--- src/rtl/isa_bridge_pkg.sv ---
package isa_bridge_pkg;

    // Sub-range of the host region, selected by host_addr[9:8]
    typedef enum logic [1:0] {
        RGN_LANE_OUT = 2'd0,
        RGN_LANE_IN  = 2'd1,
        RGN_CTRL     = 2'd2,
        RGN_WINDOW   = 2'd3
    } region_e;

    // Qualified host accesses (phase 2 high, region selected)
    typedef struct packed {
        logic win_rd;
        logic win_wr;
        logic ctrl_rd;
        logic ctrl_wr;
        logic lout_rd;
        logic lout_wr;
        logic lin_rd;
        logic lin_wr;
    } access_t;

    // ISA command strobes, active high inside the block
    typedef struct packed {
        logic ior;
        logic iow;
        logic smemr;
        logic smemw;
        logic memr;
        logic memw;
    } strobes_t;

endpackage

--- src/rtl/isa_region_decode.sv ---
module isa_region_decode
    import isa_bridge_pkg::*;
#(
    parameter int HOST_AW = 10
) (
    input  logic               sel,
    input  logic               phi2,
    input  logic               rw,
    input  logic [HOST_AW-1:0] addr,
    output access_t            acc
);
    region_e rgn;
    logic    live;

    always_comb begin
        rgn  = region_e'(addr[HOST_AW-1 -: 2]);
        live = sel & phi2;
        acc  = '0;
        unique case (rgn)
            RGN_WINDOW: begin
                acc.win_rd = live & rw;
                acc.win_wr = live & ~rw;
            end
            RGN_CTRL: begin
                acc.ctrl_rd = live & rw;
                acc.ctrl_wr = live & ~rw;
            end
            RGN_LANE_IN: begin
                acc.lin_rd = live & rw;
                acc.lin_wr = live & ~rw;
            end
            default: begin
                acc.lout_rd = live & rw;
                acc.lout_wr = live & ~rw;
            end
        endcase
    end
endmodule

--- src/rtl/isa_page_regs.sv ---
module isa_page_regs
    import isa_bridge_pkg::*;
#(
    parameter int ISA_AW      = 24,
    parameter int WIN_AW      = 8,
    parameter int HOST_DW     = 8,
    parameter int FULL_DECODE = 1
) (
    input  logic                     clk,
    input  logic                     rst_n,
    input  access_t                  acc,
    input  logic [WIN_AW-1:0]        idx,
    input  logic [HOST_DW-1:0]       wdata,
    input  logic [HOST_DW-1:0]       din_hi,
    output logic [ISA_AW-WIN_AW-1:0] page,
    output logic                     io_mode,
    output logic [HOST_DW-1:0]       lane_out,
    output logic [HOST_DW-1:0]       lane_in,
    output logic [HOST_DW-1:0]       ctrl_rdata
);
    localparam int PAGE_W     = ISA_AW - WIN_AW;
    localparam int PAGE_BYTES = PAGE_W / HOST_DW;
    localparam int REACH_AW   = (FULL_DECODE != 0 || ISA_AW < 21) ? ISA_AW : 21;
    localparam logic [PAGE_W-1:0] PAGE_MASK =
        PAGE_W'((64'd1 << (REACH_AW - WIN_AW)) - 64'd1);
    localparam logic [WIN_AW-1:0] MODE_IDX = WIN_AW'(PAGE_BYTES);

    typedef struct packed {
        logic [PAGE_W-1:0]  page;
        logic               io_mode;
        logic [HOST_DW-1:0] lane_out;
        logic [HOST_DW-1:0] lane_in;
    } state_t;

    state_t state_d, state_q;
    logic [HOST_DW-1:0] page_byte [PAGE_BYTES];

    for (genvar b = 0; b < PAGE_BYTES; b++) begin : g_page_byte
        assign page_byte[b] = state_q.page[b*HOST_DW +: HOST_DW];
    end

    always_comb begin
        state_d = state_q;
        if (acc.ctrl_wr) begin
            for (int b = 0; b < PAGE_BYTES; b++) begin
                if (idx == WIN_AW'(b)) begin
                    state_d.page[b*HOST_DW +: HOST_DW] = wdata;
                end
            end
            if (idx == MODE_IDX) begin
                state_d.io_mode = wdata[0];
            end
        end
        state_d.page = state_d.page & PAGE_MASK;
        if (acc.lout_wr) begin
            state_d.lane_out = wdata;
        end else if (acc.lout_rd) begin
            state_d.lane_out = '0;
        end
        if (acc.win_rd) begin
            state_d.lane_in = din_hi;
        end
    end

    always_ff @(posedge clk or negedge rst_n) begin
        if (!rst_n) begin
            state_q <= '0;
        end else begin
            state_q <= state_d;
        end
    end

    always_comb begin
        ctrl_rdata = '0;
        for (int b = 0; b < PAGE_BYTES; b++) begin
            if (idx == WIN_AW'(b)) begin
                ctrl_rdata = page_byte[b];
            end
        end
        if (idx == MODE_IDX) begin
            ctrl_rdata = {{(HOST_DW-1){1'b0}}, state_q.io_mode};
        end
    end

    assign page     = state_q.page;
    assign io_mode  = state_q.io_mode;
    assign lane_out = state_q.lane_out;
    assign lane_in  = state_q.lane_in;
endmodule

--- src/rtl/isa_strobe_gen.sv ---
module isa_strobe_gen
    import isa_bridge_pkg::*;
#(
    parameter int ISA_AW = 24
) (
    input  logic              win_rd,
    input  logic              win_wr,
    input  logic              io_mode,
    input  logic [ISA_AW-1:0] addr,
    output strobes_t          stb
);
    localparam int MB_BIT = 20;
    localparam int TOP_W  = ISA_AW - MB_BIT;

    logic first_mb;

    always_comb begin
        first_mb  = (addr[ISA_AW-1 -: TOP_W] == '0);
        stb       = '0;
        stb.ior   = io_mode & win_rd;
        stb.iow   = io_mode & win_wr;
        stb.smemr = ~io_mode & first_mb & win_rd;
        stb.smemw = ~io_mode & first_mb & win_wr;
        stb.memr  = ~io_mode & ~first_mb & win_rd;
        stb.memw  = ~io_mode & ~first_mb & win_wr;
    end
endmodule

--- src/rtl/isa_window_bridge.sv ---
module isa_window_bridge
    import isa_bridge_pkg::*;
#(
    parameter int HOST_AW     = 10,
    parameter int HOST_DW     = 8,
    parameter int WIN_AW      = 8,
    parameter int ISA_AW      = 24,
    parameter int FULL_DECODE = 1
) (
    input  logic                 clk,
    input  logic                 host_rst_n,
    input  logic                 host_sel,
    input  logic [HOST_AW-1:0]   host_addr,
    input  logic                 host_rw,
    input  logic                 host_phi2,
    input  logic [HOST_DW-1:0]   host_wdata,
    output logic [HOST_DW-1:0]   host_rdata,
    output logic                 host_rdata_oe,
    output logic [ISA_AW-1:0]    isa_addr,
    output logic [2*HOST_DW-1:0] isa_dout,
    output logic                 isa_doe,
    input  logic [2*HOST_DW-1:0] isa_din,
    output logic                 isa_ior_n,
    output logic                 isa_iow_n,
    output logic                 isa_smemr_n,
    output logic                 isa_smemw_n,
    output logic                 isa_memr_n,
    output logic                 isa_memw_n,
    output logic                 isa_reset,
    output logic                 isa_aen,
    output logic                 isa_bale,
    output logic                 isa_clk
);
    localparam int PAGE_W = ISA_AW - WIN_AW;

    access_t              acc;
    strobes_t             stb;
    logic [PAGE_W-1:0]    page;
    logic                 io_mode;
    logic [HOST_DW-1:0]   lane_out;
    logic [HOST_DW-1:0]   lane_in;
    logic [HOST_DW-1:0]   ctrl_rdata;

    isa_region_decode #(.HOST_AW(HOST_AW)) u_decode (
        .sel  (host_sel),
        .phi2 (host_phi2),
        .rw   (host_rw),
        .addr (host_addr),
        .acc  (acc)
    );

    isa_page_regs #(
        .ISA_AW      (ISA_AW),
        .WIN_AW      (WIN_AW),
        .HOST_DW     (HOST_DW),
        .FULL_DECODE (FULL_DECODE)
    ) u_regs (
        .clk        (clk),
        .rst_n      (host_rst_n),
        .acc        (acc),
        .idx        (host_addr[WIN_AW-1:0]),
        .wdata      (host_wdata),
        .din_hi     (isa_din[2*HOST_DW-1:HOST_DW]),
        .page       (page),
        .io_mode    (io_mode),
        .lane_out   (lane_out),
        .lane_in    (lane_in),
        .ctrl_rdata (ctrl_rdata)
    );

    assign isa_addr = {page, host_addr[WIN_AW-1:0]};

    isa_strobe_gen #(.ISA_AW(ISA_AW)) u_strobe (
        .win_rd  (acc.win_rd),
        .win_wr  (acc.win_wr),
        .io_mode (io_mode),
        .addr    (isa_addr),
        .stb     (stb)
    );

    assign isa_ior_n   = ~stb.ior;
    assign isa_iow_n   = ~stb.iow;
    assign isa_smemr_n = ~stb.smemr;
    assign isa_smemw_n = ~stb.smemw;
    assign isa_memr_n  = ~stb.memr;
    assign isa_memw_n  = ~stb.memw;

    assign isa_dout = {lane_out, host_wdata};
    assign isa_doe  = acc.win_wr;

    always_comb begin
        host_rdata = '0;
        if (acc.win_rd) begin
            host_rdata = isa_din[HOST_DW-1:0];
        end else if (acc.ctrl_rd) begin
            host_rdata = ctrl_rdata;
        end else if (acc.lin_rd) begin
            host_rdata = lane_in;
        end
        host_rdata_oe = acc.win_rd | acc.ctrl_rd | acc.lin_rd | acc.lout_rd;
    end

    assign isa_reset = ~host_rst_n;
    assign isa_aen   = 1'b0;
    assign isa_bale  = host_phi2;
    assign isa_clk   = host_phi2;
endmodule

--- config.mk ---
export PLATFORM = sky130hd
export DESIGN_NAME = isa_window_bridge
export DESIGN_NICKNAME = d
export VERILOG_FILES = /design/src/rtl/isa_bridge_pkg.sv /design/src/rtl/isa_region_decode.sv /design/src/rtl/isa_page_regs.sv /design/src/rtl/isa_strobe_gen.sv /design/src/rtl/isa_window_bridge.sv
export SDC_FILE = /design/constraint.sdc
export NUM_CORES = 1
export LEC_CHECK = 0
export CORE_UTILIZATION = 39
export DETAILED_ROUTE_END_ITERATION = 10
export PLACE_DENSITY = 0.81
export SLEW_MARGIN = 20
export SYNTH_ARGS = -nofsm -noshare
export SYNTH_HDL_FRONTEND = slang
export SYNTH_SLANG_ARGS = --single-unit
--- constraint.sdc ---
create_clock -name clk -period 2.1 [get_ports clk]
set_clock_uncertainty 0.2 [all_clocks]
set_input_delay 0.42 -clock clk [delete_from_list [all_inputs] [get_ports clk]]
set_output_delay 0.42 -clock clk [all_outputs]
set_load 0.005 [all_outputs]
; ---- After elaboration in Yosys (flattened, before gate mapping)
; Cells that the tools add are included.
[totals]
register_bits = 33
input_bits = 39
out_inout_bits = 60
[op_classes]
eq_ne = 5
n_mux = 12
n_bitwise = 24
n_reduce_logical = 7
[ops]
columns = op, count
row1 = $mux 8, 8
row2 = $and 1x1->1, 11
row3 = $not 1->1, 10
row4 = $eq 8x1->1 const B, 1
row5 = $eq 8x2->1 const B, 1
row6 = $logic_not 8->1, 1
row7 = $mux 2, 4
row8 = $reduce_and 2->1, 3
row9 = $eq 2x2->1 const B, 2
row10 = $logic_not 4->1, 1
row11 = $or 1x1->1, 3
row12 = $reduce_or 3->1, 1
row13 = $eq 2x1->1 const B, 1
row14 = $reduce_bool 2->1, 1

; ---- Depth between registers and ports, before layout
; Gate-level depths: netlist (run 1).
[depth]
word_depth = 6
mapped_depth = 5
depth_no_buf = 3

; ---- Modules after synthesis
; From an unflattened synthesis (run 1), not the netlist that was laid out.
[unflattened]
hier_cells = 183
hier_area_um2 = 1934.4
[modules_own_cells]
columns = module, instances, cells_per_inst, area_per_inst_um2, seq_area_each_um2
row1 = isa_page_regs, 1, 97, 1396.3, 825.8
row2 = isa_window_bridge, 1, 63, 391.6, 0.0
row3 = isa_region_decode, 1, 13, 88.8, 0.0
row4 = isa_strobe_gen, 1, 10, 57.6, 0.0

; ---- Least setup slack after synthesis (run 1)
; No wires, ideal clock.
[synth_path]
kind = input -> output
startpoint = input host_addr[7]
endpoint = output host_rdata[1]
arrival_time_ns = 1.289
t_required_ns = 1.480
slack_ns = 0.191
path_stages = 3
n_path_buf = 0
cell_sequence = nor4_2 > nand4b_1 > o221ai_1
[synth_via]
elab_chain_len = 6
elab_cells_between_ends = 8
[synth_rtl]
columns = item, line_no
row1 = from (decl), isa_window_bridge.sv:13  ; input logic [HOST_AW-1:0] host_addr,
row2 = $logic_not 8->1, isa_page_regs.sv:76  ; if (idx == WIN_AW'(b)) begin
row3 = $mux 8 (2 in series), isa_page_regs.sv:76
row4 = $mux 8 *, isa_page_regs.sv:80  ; if (idx == MODE_IDX) begin
row5 = $mux 8 *, isa_window_bridge.sv:95  ; end else if (acc.ctrl_rd) begin
row6 = $mux 8 *, isa_window_bridge.sv:93  ; if (acc.win_rd) begin
row7 = to (decl), isa_window_bridge.sv:17  ; output logic [HOST_DW-1:0] host_rdata,
; Every way passes the cells marked *; elsewhere a longest branch is shown, timed or not.

; ---- Worst setup path after layout (run 1)
[layout_path]
startpoint = register u_regs.state_q (netlist bit u_regs.page[12])
endpoint = output isa_smemr_n
[layout_via]
elab_chain_len = 4
[layout_rtl]
columns = item, line_no
row1 = from (decl), isa_page_regs.sv:35  ; state_t state_d, state_q;
row2 = from (signal assigned), isa_page_regs.sv:69  ; state_q <= state_d;
row3 = $logic_not 4->1, isa_strobe_gen.sv:18  ; first_mb = (addr[ISA_AW-1 -: TOP_W] == '0);
row4 = $and 1x1->1 (2 in series), isa_strobe_gen.sv:22  ; stb.smemr = ~io_mode & first_mb & win_rd;
row5 = $not 1->1, isa_window_bridge.sv:83  ; assign isa_smemr_n = ~stb.smemr;
row6 = to (decl), isa_window_bridge.sv:25  ; output logic isa_smemr_n,
; Every way passes these cells.

==> results.py, run 1 <==
metrics = {
    "grt": {
        "gr-total-overflow": 0,
        "grt_max_degree": 34,
        "grt_usage_pct": 22.33,
        "grt_pass1_vias": 1761,
        "antenna_found_initial": 0,
        "grt_pass1_wl_mm": 8.487,
    },
    "place": {
        "place_area_sq_um": 2963,
        "pre_cts_ws_ps": -777.3,
        "dp_hpwl_mm": 3.912,
        "gp_congestion": 0.7706,
        "numPortBuffers": 97,
    },
    "min_path": {
        "hold_path_class": "flop to flop",
        "min_from": "u_regs.lane_in[5]",
    },
    "floorplanning": {
        "initial_core_util_pct": 41.04,
        "io_pins": 99,
        "die_h_um": 69.92,
        "design.die.area_sq_um": 4889,
        "fp-row-count": 24,
        "coreArea_sq_um": 4384,
        "fp.dieW_um": 69.92,
    },
    "timing": {
        "fin_crit_ps": 2207,
        "max_freq_ghz": 0.4531,
        "setup_viol": 11,
        "fin_ws_ps": -107.1,
        "hold_violations": 0,
        "finalCritPeriodShare_pct": 105.1,
        "rsz0062_at_grt": "yes",
        "final_max_slew_viol_count": 0,
    },
    "route": {
        "route.detailed.drc": 0,
        "wl_per_cell_um": 16.79,
        "drt_iter0_drc": 72,
        "drt_first_pass_iters": 4,
        "viasPerCell": 5.233,
        "wl_mm": 5.693,
        "vias": 1774,
        "postRouteAntennaNets": 0,
    },
    "logic_synthesis": {
        "yosys_warnings": 0,
        "synth_nets": 193,
        "synth_cells": 154,
        "yosysSeqAreaShare_pct": 45.90,
        "synth_area_per_cell_sq_um": 11.68,
        "ys_ff_latch": 33,
        "synth-main-ff-cell": "dfrtp_1",
        "yosys.cell_types.count": 28,
        "syn_area_sq_um": 1799,
        "synth_edf_count": 0,
        "synthArstFlopShare_pct": 100.0,
    },
    "run_status": {
        "status": "finished, violations left",
        "violations": "negative setup slack",
    },
    "clock_tree": {
        "cts_tree": "built",
        "clk_latency_ps": 280,
        "cts_made_buffers": 5,
        "clock-sinks": 33,
        "clk_pin_slew_worst_paths_ps": 70,
        "htree_levels": 2,
        "root_buffer": "clkbuf_8",
        "ctsLongestPathBuffers": 2,
    },
    "final_layout": {
        "final_cell_mix": "68 x clkdlybuf4s50_1, 41 x buf_4, 32 x dfrtp_1",
        "mostFrequentLayoutCell": "clkdlybuf4s50_1",
        "fin_util_pct": 74.37,
        "drive_gt1_share_pct": 45.30,
        "final_nets": 325,
        "finalInstanceArea_sq_um": 3261,
        "diodes": 0,
        "syn_to_final_growth_pct": 81.22,
    },
    "setup_path": {
        "critPathLaunchType": "flop",
        "slowest_delay_ps": 570,
        "cp.required_ps": 1480,
        "slowest_stage": "or4_4",
        "crit_path_max_fanout": 2,
        "critPathArrivalTime_ps": 1590,
        "endpoint_kind": "primary output",
        "worstSetupPathType": "flop to primary output",
        "startpoint": "u_regs.page[12]",
        "timing.rr.start": "u_regs.page[12]",
        "path_cells": "or4_4 -> nor2_4 -> buf_6 -> nand2_1 -> buf_2",
    },
    "power": {
        "power_density_nw_per_um2": 524.8,
        "cellLeakagePower_uw": 0.001514,
        "peakVddDrop_uv": 362.9,
    },
    "flow_run": {
        "drv_cap": 0,
    },
}
## final timing paths
| check | endpoint | slack (ps) | depth (start not counted) |
|---|---|---|---|
| max | isa_smemr_n | -110 | 5 |
| min | u_regs.lane_in[5] | 310 | 1 |
| max reg2reg | u_regs.page[12] | 880 | 3 |
| min reg2reg | u_regs.lane_in[5] | 310 | 1 |
| max in group asynchronous | u_regs.io_mode | 860 | 3 |
| min in group asynchronous | u_regs.lane_out[1] | 510 | 3 |
## cell usage after synthesis, types with 2 or more instances
library cell | n | area [sq um]
dfrtp_1 | 33 | 825.8
mux2_2 | 24 | 270.3
buf_4 | 20 | 150.1
nand3_1 | 9 | 45.04
a22o_1 | 8 | 70.07
inv_1 | 8 | 30.03
mux2i_1 | 8 | 80.08
nand2_1 | 7 | 26.28
o221ai_1 | 7 | 61.31
and3_1 | 3 | 18.77
and4b_1 | 3 | 30.03
buf_6 | 3 | 33.78
nor2_1 | 3 | 11.26
nor2b_1 | 3 | 18.77
nand3b_1 | 2 | 15.01
## worst max-delay path, delay by kind of cell, from the launching register on
| family | cells | cell delay, ps |
|---|---|---|
| flip-flops | 1 | 380 |
| buffers and inverters | 2 | 210 |
| AND/OR/NAND/NOR | 3 | 720 |
## through the flow
step | std cells | total power [uW] | hold slack [ps] | setup TNS (ps)
2_1_floorplan | 154 | 850.2 | -75.59 | 0
3_3_place_gp | 318 | 1065 | 276.5 | -21450
3_5_place_dp | 318 | 1077 | 286.3 | -22180
4_1_cts | 335 | 1713 | 311.2 | -420.1
5_1_grt | 339 | 1780 | 317.1 | -1286
6_report | 339 | 1711 | 307.0 | -583.6
## metal layers
| metal | vias to the layer above | wire [um] | track usage, % |
|---|---|---|---|
| li1 | 806 | - | - |
| met1 | 866 | 2349 | 27.32 |
| met2 | 94 | 2859 | 38.78 |
| met3 | 8 | 390 | 5.772 |
| met4 | 0 | 93 | 6.222 |
| met5 | - | 0 | 0 |
## sequential cells by signal, indices dropped and copies added (netlist names)
register / cells
u_regs.lane_in: 8
u_regs.page: 16
u_regs.io_mode: 1
u_regs.lane_out: 8
## repair_timing
action	in CTS	in global routing
setup endpoints to repair	39	23
resized for setup	130	15
hold buffers	1	0
setup buffers	10	4
pin swaps	16	8
hold endpoints to repair	33	0
## where the power goes
group,switching [uW],total (uW),internal (uW)
Combinational,123,363,240
Clock,234,619,386
Sequential,33.6,729,695
Total,391,1710,1320
## cell families after synthesis
kind of cell	Yosys count	share of synthesized area, %
mux	33	20.10
buf+inv	33	12.38
simple gates	37	13.28
other cells	1	0.2084
flops	33	45.90
compound gates	17	8.136
## area by class of cell
class | count | area (sq um)
clock inverters | 2 | 37.54
clock buffers | 6 | 82.58
flip-flops and latches | 33 | 827.0
fillers | 303 | 1124
well taps | 52 | 65.06
repair buffers | 150 | 1344
inverters | 8 | 30.03
multi-input cells | 88 | 874.6
Power figures use the tool's default switching activity.
==> run 2: changes to the inputs <==
- CORE_ASPECT_RATIO: not set -> 1.5
- CORE_UTILIZATION: 39 -> 40
- CTS_BUF_LIST: not set -> sky130_fd_sc_hd__clkbuf_8
- PLACE_DENSITY: 0.81 -> 0.83
- REMOVE_ABC_BUFFERS: not set -> 1
==> run 2 against run 1 <==
The run ends with design-rule violations, negative setup slack left. Routed wire length fell by 5.8%. Final area fell by 2.2%. Sequential power barely moved. Core utilization rose by 0.12 points. Cell count fell by 4.1%. Global-route usage rose by 1.5 points. Via count fell by 4.7%.
==> results.py, run 2 (synthesis results as in run 1) <==
metrics = {
    "setup_path": {
        "slowest_stage": "nor4_4",
        "critPathArrivalTime_ps": 1560,
        "critPathLaunchType": "input port",
        "r2r_setup_slack_ps": 990,
        "path_buf_inv": 4,
        "path_cells": "buf_8 -> nor4_4 -> buf_4 -> nand4b_1 -> buf_6 -> o221ai_2 -> buf_2",
        "worstSetupPathType": "input port to primary output",
        "cp.required_ps": 1480,
        "crit_path_max_fanout": 7,
        "slowest_delay_ps": 280,
        "reg2regPathDepth": 2,
        "reg2reg_to": "u_regs.page[12]",
        "timing.rr.start": "u_regs.page[12]",
        "endpoint_kind": "primary output",
        "path_delay_family": "buffers and inverters",
    },
    "min_path": {
        "hold_path_end": "u_regs.lane_in[1]",
        "hold_depth": 1,
        "hold_path_class": "flop to flop",
        "min_from": "u_regs.lane_in[1]",
    },
    "run_status": {
        "violations": "design-rule violations, negative setup slack",
        "status": "finished, violations left",
    },
    "timing": {
        "final_max_slew_viol_count": 0,
        "fin_crit_ps": 2184,
        "finalCritPeriodShare_pct": 104.0,
        "max_freq_ghz": 0.4579,
        "setup_viol": 11,
        "hold_violations": 0,
        "fin_ws_ps": -83.82,
        "setup_tns_ps": -709.4,
        "rsz0062_at_grt": "yes",
    },
    "final_layout": {
        "syn_to_final_growth_pct": 77.26,
        "diodes": 0,
        "drive_gt1_share_pct": 44.80,
        "largest_register_ffs": 16,
        "final_cell_mix": "68 x clkdlybuf4s50_1, 38 x buf_4, 33 x dfrtp_1",
        "final_nets": 318,
        "fillers": 293,
        "mostFrequentLayoutCell": "clkdlybuf4s50_1",
        "finalInstanceArea_sq_um": 3189,
    },
    "route": {
        "route.detailed.drc": 16,
        "drt_iter0_drc": 71,
        "wl_mm": 5.362,
        "wl_per_cell_um": 16.50,
        "postRouteAntennaNets": 0,
        "vias": 1690,
        "viasPerCell": 5.200,
        "drt_first_pass_iters": 8,
    },
    "floorplanning": {
        "coreArea_sq_um": 4282,
        "design.die.area_sq_um": 4776,
        "die_h_um": 84.14,
        "fp-row-count": 29,
        "io_pins": 99,
        "initial_core_util_pct": 42.02,
        "fp.dieW_um": 56.76,
    },
    "clock_tree": {
        "clk_pin_slew_worst_paths_ps": 70,
        "htree_levels": 2,
        "cts_tree": "built",
        "cts_made_buffers": 5,
        "clock-sinks": 33,
        "cts_hold_buf": 0,
        "clk_latency_ps": 280,
        "root_buffer": "clkbuf_8",
        "ctsLongestPathBuffers": 2,
    },
    "grt": {
        "antenna_found_initial": 0,
        "grt_max_degree": 34,
        "grt_usage_pct": 23.84,
        "grt_pass1_wl_mm": 8.645,
        "gr-total-overflow": 0,
        "grt_pass1_vias": 1811,
    },
    "flow_run": {
        "drv_cap": 0,
    },
    "place": {
        "dp_hpwl_mm": 3.805,
        "place_area_sq_um": 2933,
        "numPortBuffers": 97,
        "gp_congestion": 0.8749,
    },
    "power": {
        "power_density_nw_per_um2": 516.3,
        "cellLeakagePower_uw": 0.001467,
        "peakVddDrop_uv": 525.0,
    },
}
==> run 2: cell types whose count changed in the layout (fill, tap and decap cells not counted), moves of 2 or more <==
cell | previous run | this run
buf_4 | 41 | 38
dlygate4sd2_1 | 3 | 5
mux2i_4 | 1 | 3
mux2i_1 | 7 | 4
buf_2 | 20 | 18
buf_12 | 3 | 1
buf_6 | 11 | 9
==> run 2: routing by layer <==
layer  vias up  track usage, %  wire, um
li1        788               -         -
met1       808           27.25      1988
met2        79           41.34      2865
met3        15           4.931       317
met4         0           12.42       191
met5         -               0         0
==> run 2: power breakdown <==
part / switching, uW / internal, uW / leakage [uW]
logic: 117 / 229 / 0.000972
clock network: 229 / 345 / 0.0000540
registers: 31.8 / 695 / 0.000441
total: 378 / 1270 / 0.00147
==> run 2: cell type report <==
class                      count  area (sq um)  share of cell area [%]
timing repair buffer         143          1257                   39.43
multi-input combinational     88         914.6                   28.68
sequential                    33         825.8                   25.89
clock buffer                   5         68.82                   2.158
tap                           46         57.56                   1.805
clock inverter                 2         35.03                   1.098
inverter                       8         30.03                  0.9415
==> run 2: worst max path at each step <==
stage                     slack, ps       startpoint       endpoint  depth (start not counted)
after global routing           -160     host_addr[6]  host_rdata[7]                          7
after CTS                       -80  u_regs.page[15]     isa_memr_n                          4
final                           -80     host_addr[6]  host_rdata[3]                          7
after global placement         -710     host_addr[7]  host_rdata[1]                          6
after floorplan                -150         host_sel  host_rdata[0]                          3
after detailed placement       -820     host_addr[7]  host_rdata[3]                          6
==> run 2: repair_timing <==
| item | 4_1_cts | 5_1_grt |
|---|---|---|
| pin swaps | 17 | 8 |
| resized for setup | 133 | 8 |
| setup endpoints to repair | 38 | 17 |
| hold endpoints to repair | 0 | 0 |
| buffers inserted | 8 | 1 |
==> run 2: metrics by stage <==
step,power (uW),hold slack [ps],instances,util (%),worst slack [ps]
6_report,1647,310.7,325,74.49,-83.82
5_1_grt,1718,319.7,325,74.49,-161.1
4_1_cts,1656,311.9,325,74.46,-75.97
3_5_place_dp,1069,295.0,310,68.50,-818.3
3_3_place_gp,1062,286.5,310,68.50,-709.9
2_1_floorplan,814.5,-75.59,129,-,-154.6
==> run 2: worst reg2reg max path, stage by stage (launching register included) <==
cell,delay (ps)
dfrtp_1,400
buf_4,150
mux2_2,250
==> run 3: changes to the inputs <==
- RECOVER_POWER: not set -> 100
==> run 3 against run 2 <==
The run still ends with design-rule violations, negative setup slack left. Routed wire length rose by 0.21%. Setup slack worse by 2.0 ps. Critical path depth is the same.
==> results.py, run 3 (synthesis results as in run 1) <==
metrics = {
    "grt": {
        "grt_pass1_vias": 1811,
        "antenna_found_initial": 0,
        "gr-total-overflow": 0,
        "grt_max_degree": 34,
        "grt_pass1_wl_mm": 8.645,
        "grt_usage_pct": 23.84,
    },
    "setup_path": {
        "path_cells": "clkdlybuf4s15_2 -> clkbuf_1 -> nor2b_1 -> buf_4 -> nand3_1 -> o221ai_4 -> buf_2",
        "worstSetupPathType": "input port to primary output",
        "critPathArrivalTime_ps": 1570,
        "path_delay_family": "buffers and inverters",
        "slowest_stage": "clkdlybuf4s15_2",
        "critPathLaunchType": "input port",
        "path_buf_inv": 4,
        "timing.rr.start": "u_regs.page[12]",
        "crit_path_max_fanout": 7,
        "slowest_delay_ps": 210,
        "reg2reg_to": "u_regs.page[12]",
        "cp.required_ps": 1480,
        "reg2regPathDepth": 2,
        "r2r_setup_slack_ps": 990,
        "endpoint_kind": "primary output",
    },
    "timing": {
        "tightest_slew_ps": 821.7,
        "fin_ws_ps": -85.79,
        "fin_crit_ps": 2186,
        "slew_headroom_pct": 45.22,
        "setup_viol": 16,
        "rsz0062_at_grt": "yes",
        "finalCritPeriodShare_pct": 104.1,
        "max_freq_ghz": 0.4575,
        "hold_violations": 0,
        "final_max_slew_viol_count": 0,
    },
    "place": {
        "place_area_sq_um": 2933,
        "gp_congestion": 0.8749,
        "dp_hpwl_mm": 3.805,
        "numPortBuffers": 97,
    },
    "final_layout": {
        "fillers": 299,
        "final_nets": 318,
        "diodes": 0,
        "syn_to_final_growth_pct": 76.36,
        "final_cell_mix": "67 x clkdlybuf4s50_1, 35 x buf_4, 33 x dfrtp_1",
        "mostFrequentLayoutCell": "clkdlybuf4s50_1",
        "ff_latch_area_sq_um": 825.8,
        "finalInstanceArea_sq_um": 3173,
        "drive_gt1_share_pct": 43.73,
        "multiInputGateArea_sq_um": 912.1,
        "largest_register_ffs": 16,
    },
    "flow_run": {
        "drv_cap": 0,
    },
    "route": {
        "drt_first_pass_iters": 7,
        "wl_mm": 5.373,
        "vias": 1711,
        "wl_per_cell_um": 16.53,
        "postRouteAntennaNets": 0,
        "drt_iter0_drc": 78,
        "route.detailed.drc": 16,
        "viasPerCell": 5.265,
    },
    "min_path": {
        "hold_depth": 1,
        "min_from": "u_regs.lane_in[7]",
        "hold_path_end": "u_regs.lane_in[7]",
        "hold_path_class": "flop to flop",
    },
    "power": {
        "power.total_uw": 1643,
        "power_density_nw_per_um2": 517.7,
        "peakVddDrop_uv": 521.6,
        "cellLeakagePower_uw": 0.001457,
    },
    "clock_tree": {
        "root_buffer": "clkbuf_8",
        "clk_latency_ps": 290,
        "clk_pin_slew_worst_paths_ps": 60,
        "cts_made_buffers": 5,
        "clock-sinks": 33,
        "cts_tree": "built",
        "ctsLongestPathBuffers": 2,
        "cts_hold_buf": 0,
        "htree_levels": 2,
    },
    "floorplanning": {
        "fp.dieW_um": 56.76,
        "io_pins": 99,
        "die_h_um": 84.14,
        "coreArea_sq_um": 4282,
        "design.die.area_sq_um": 4776,
        "initial_core_util_pct": 42.02,
        "fp-row-count": 29,
    },
    "run_status": {
        "violations": "design-rule violations, negative setup slack",
        "status": "finished, violations left",
    },
}
==> run 3: cell count changes in the layout (fill, tap and decap cells not counted), sizes merged <==
cell / delta
buf: -4
clkbuf: +4
dlygate4sd3: +1
clkdlybuf4s50: -1
==> run 3: worst max path at each step <==
stage                          startpoint             to  cells past startpoint
after detailed placement     host_addr[7]  host_rdata[3]                      6
final                        host_addr[8]  host_rdata[4]                      7
after global placement       host_addr[7]  host_rdata[1]                      6
after global routing         host_addr[6]  host_rdata[7]                      7
after CTS                 u_regs.page[15]     isa_memr_n                      4
after floorplan                  host_sel  host_rdata[0]                      3
==> run 3: stage by stage <==
| stage | setup TNS (ps) | util (%) | hold WS, ps | setup slack [ps] | cells |
|---|---|---|---|---|---|
| after CTS | -482.2 | 74.46 | 311.9 | -75.97 | 325 |
| after global routing | -1947 | 74.11 | 319.7 | -161.1 | 325 |
| after global placement | -17100 | 68.50 | 286.5 | -709.9 | 310 |
| after floorplan | -216.1 | - | -75.59 | -154.6 | 129 |
| final | -935.8 | 74.11 | 310.0 | -85.79 | 325 |
| after detailed placement | -19310 | 68.50 | 295.0 | -818.3 | 310 |
==> run 3: repair_timing <==
item	4_1_cts	5_1_grt
setup endpoints to repair	38	17
buffers inserted	8	1
pin swaps	17	8
gates resized for setup	133	8
==> run 3: per-layer routing <==
metal / vias up / global-route usage (%) / part of all wire [%]
met4: 0 / 12.42 / 3.6
met2: 79 / 41.34 / 54
met3: 15 / 4.931 / 5.6
met1: 826 / 27.25 / 37
met5: - / 0 / 0
li1: 791 / - / -
==> run 3: power breakdown <==
part           internal, uW  switching (uW)  total, uW  leakage [uW]
combinational           226             117        343      0.000962
sequential              695            31.6        727      0.000441
clock                   345             229        573     0.0000540
==> run 3: cell type report <==
| cell class | count | area share [%] |
|---|---|---|
| Clock buffer | 5 | 2.169 |
| Tap cell | 46 | 1.814 |
| Sequential cell | 33 | 26.03 |
| Multi-Input combinational cell | 88 | 28.75 |
| Timing Repair Buffer | 143 | 39.20 |
| Clock inverter | 2 | 1.104 |
| Inverter | 8 | 0.9464 |
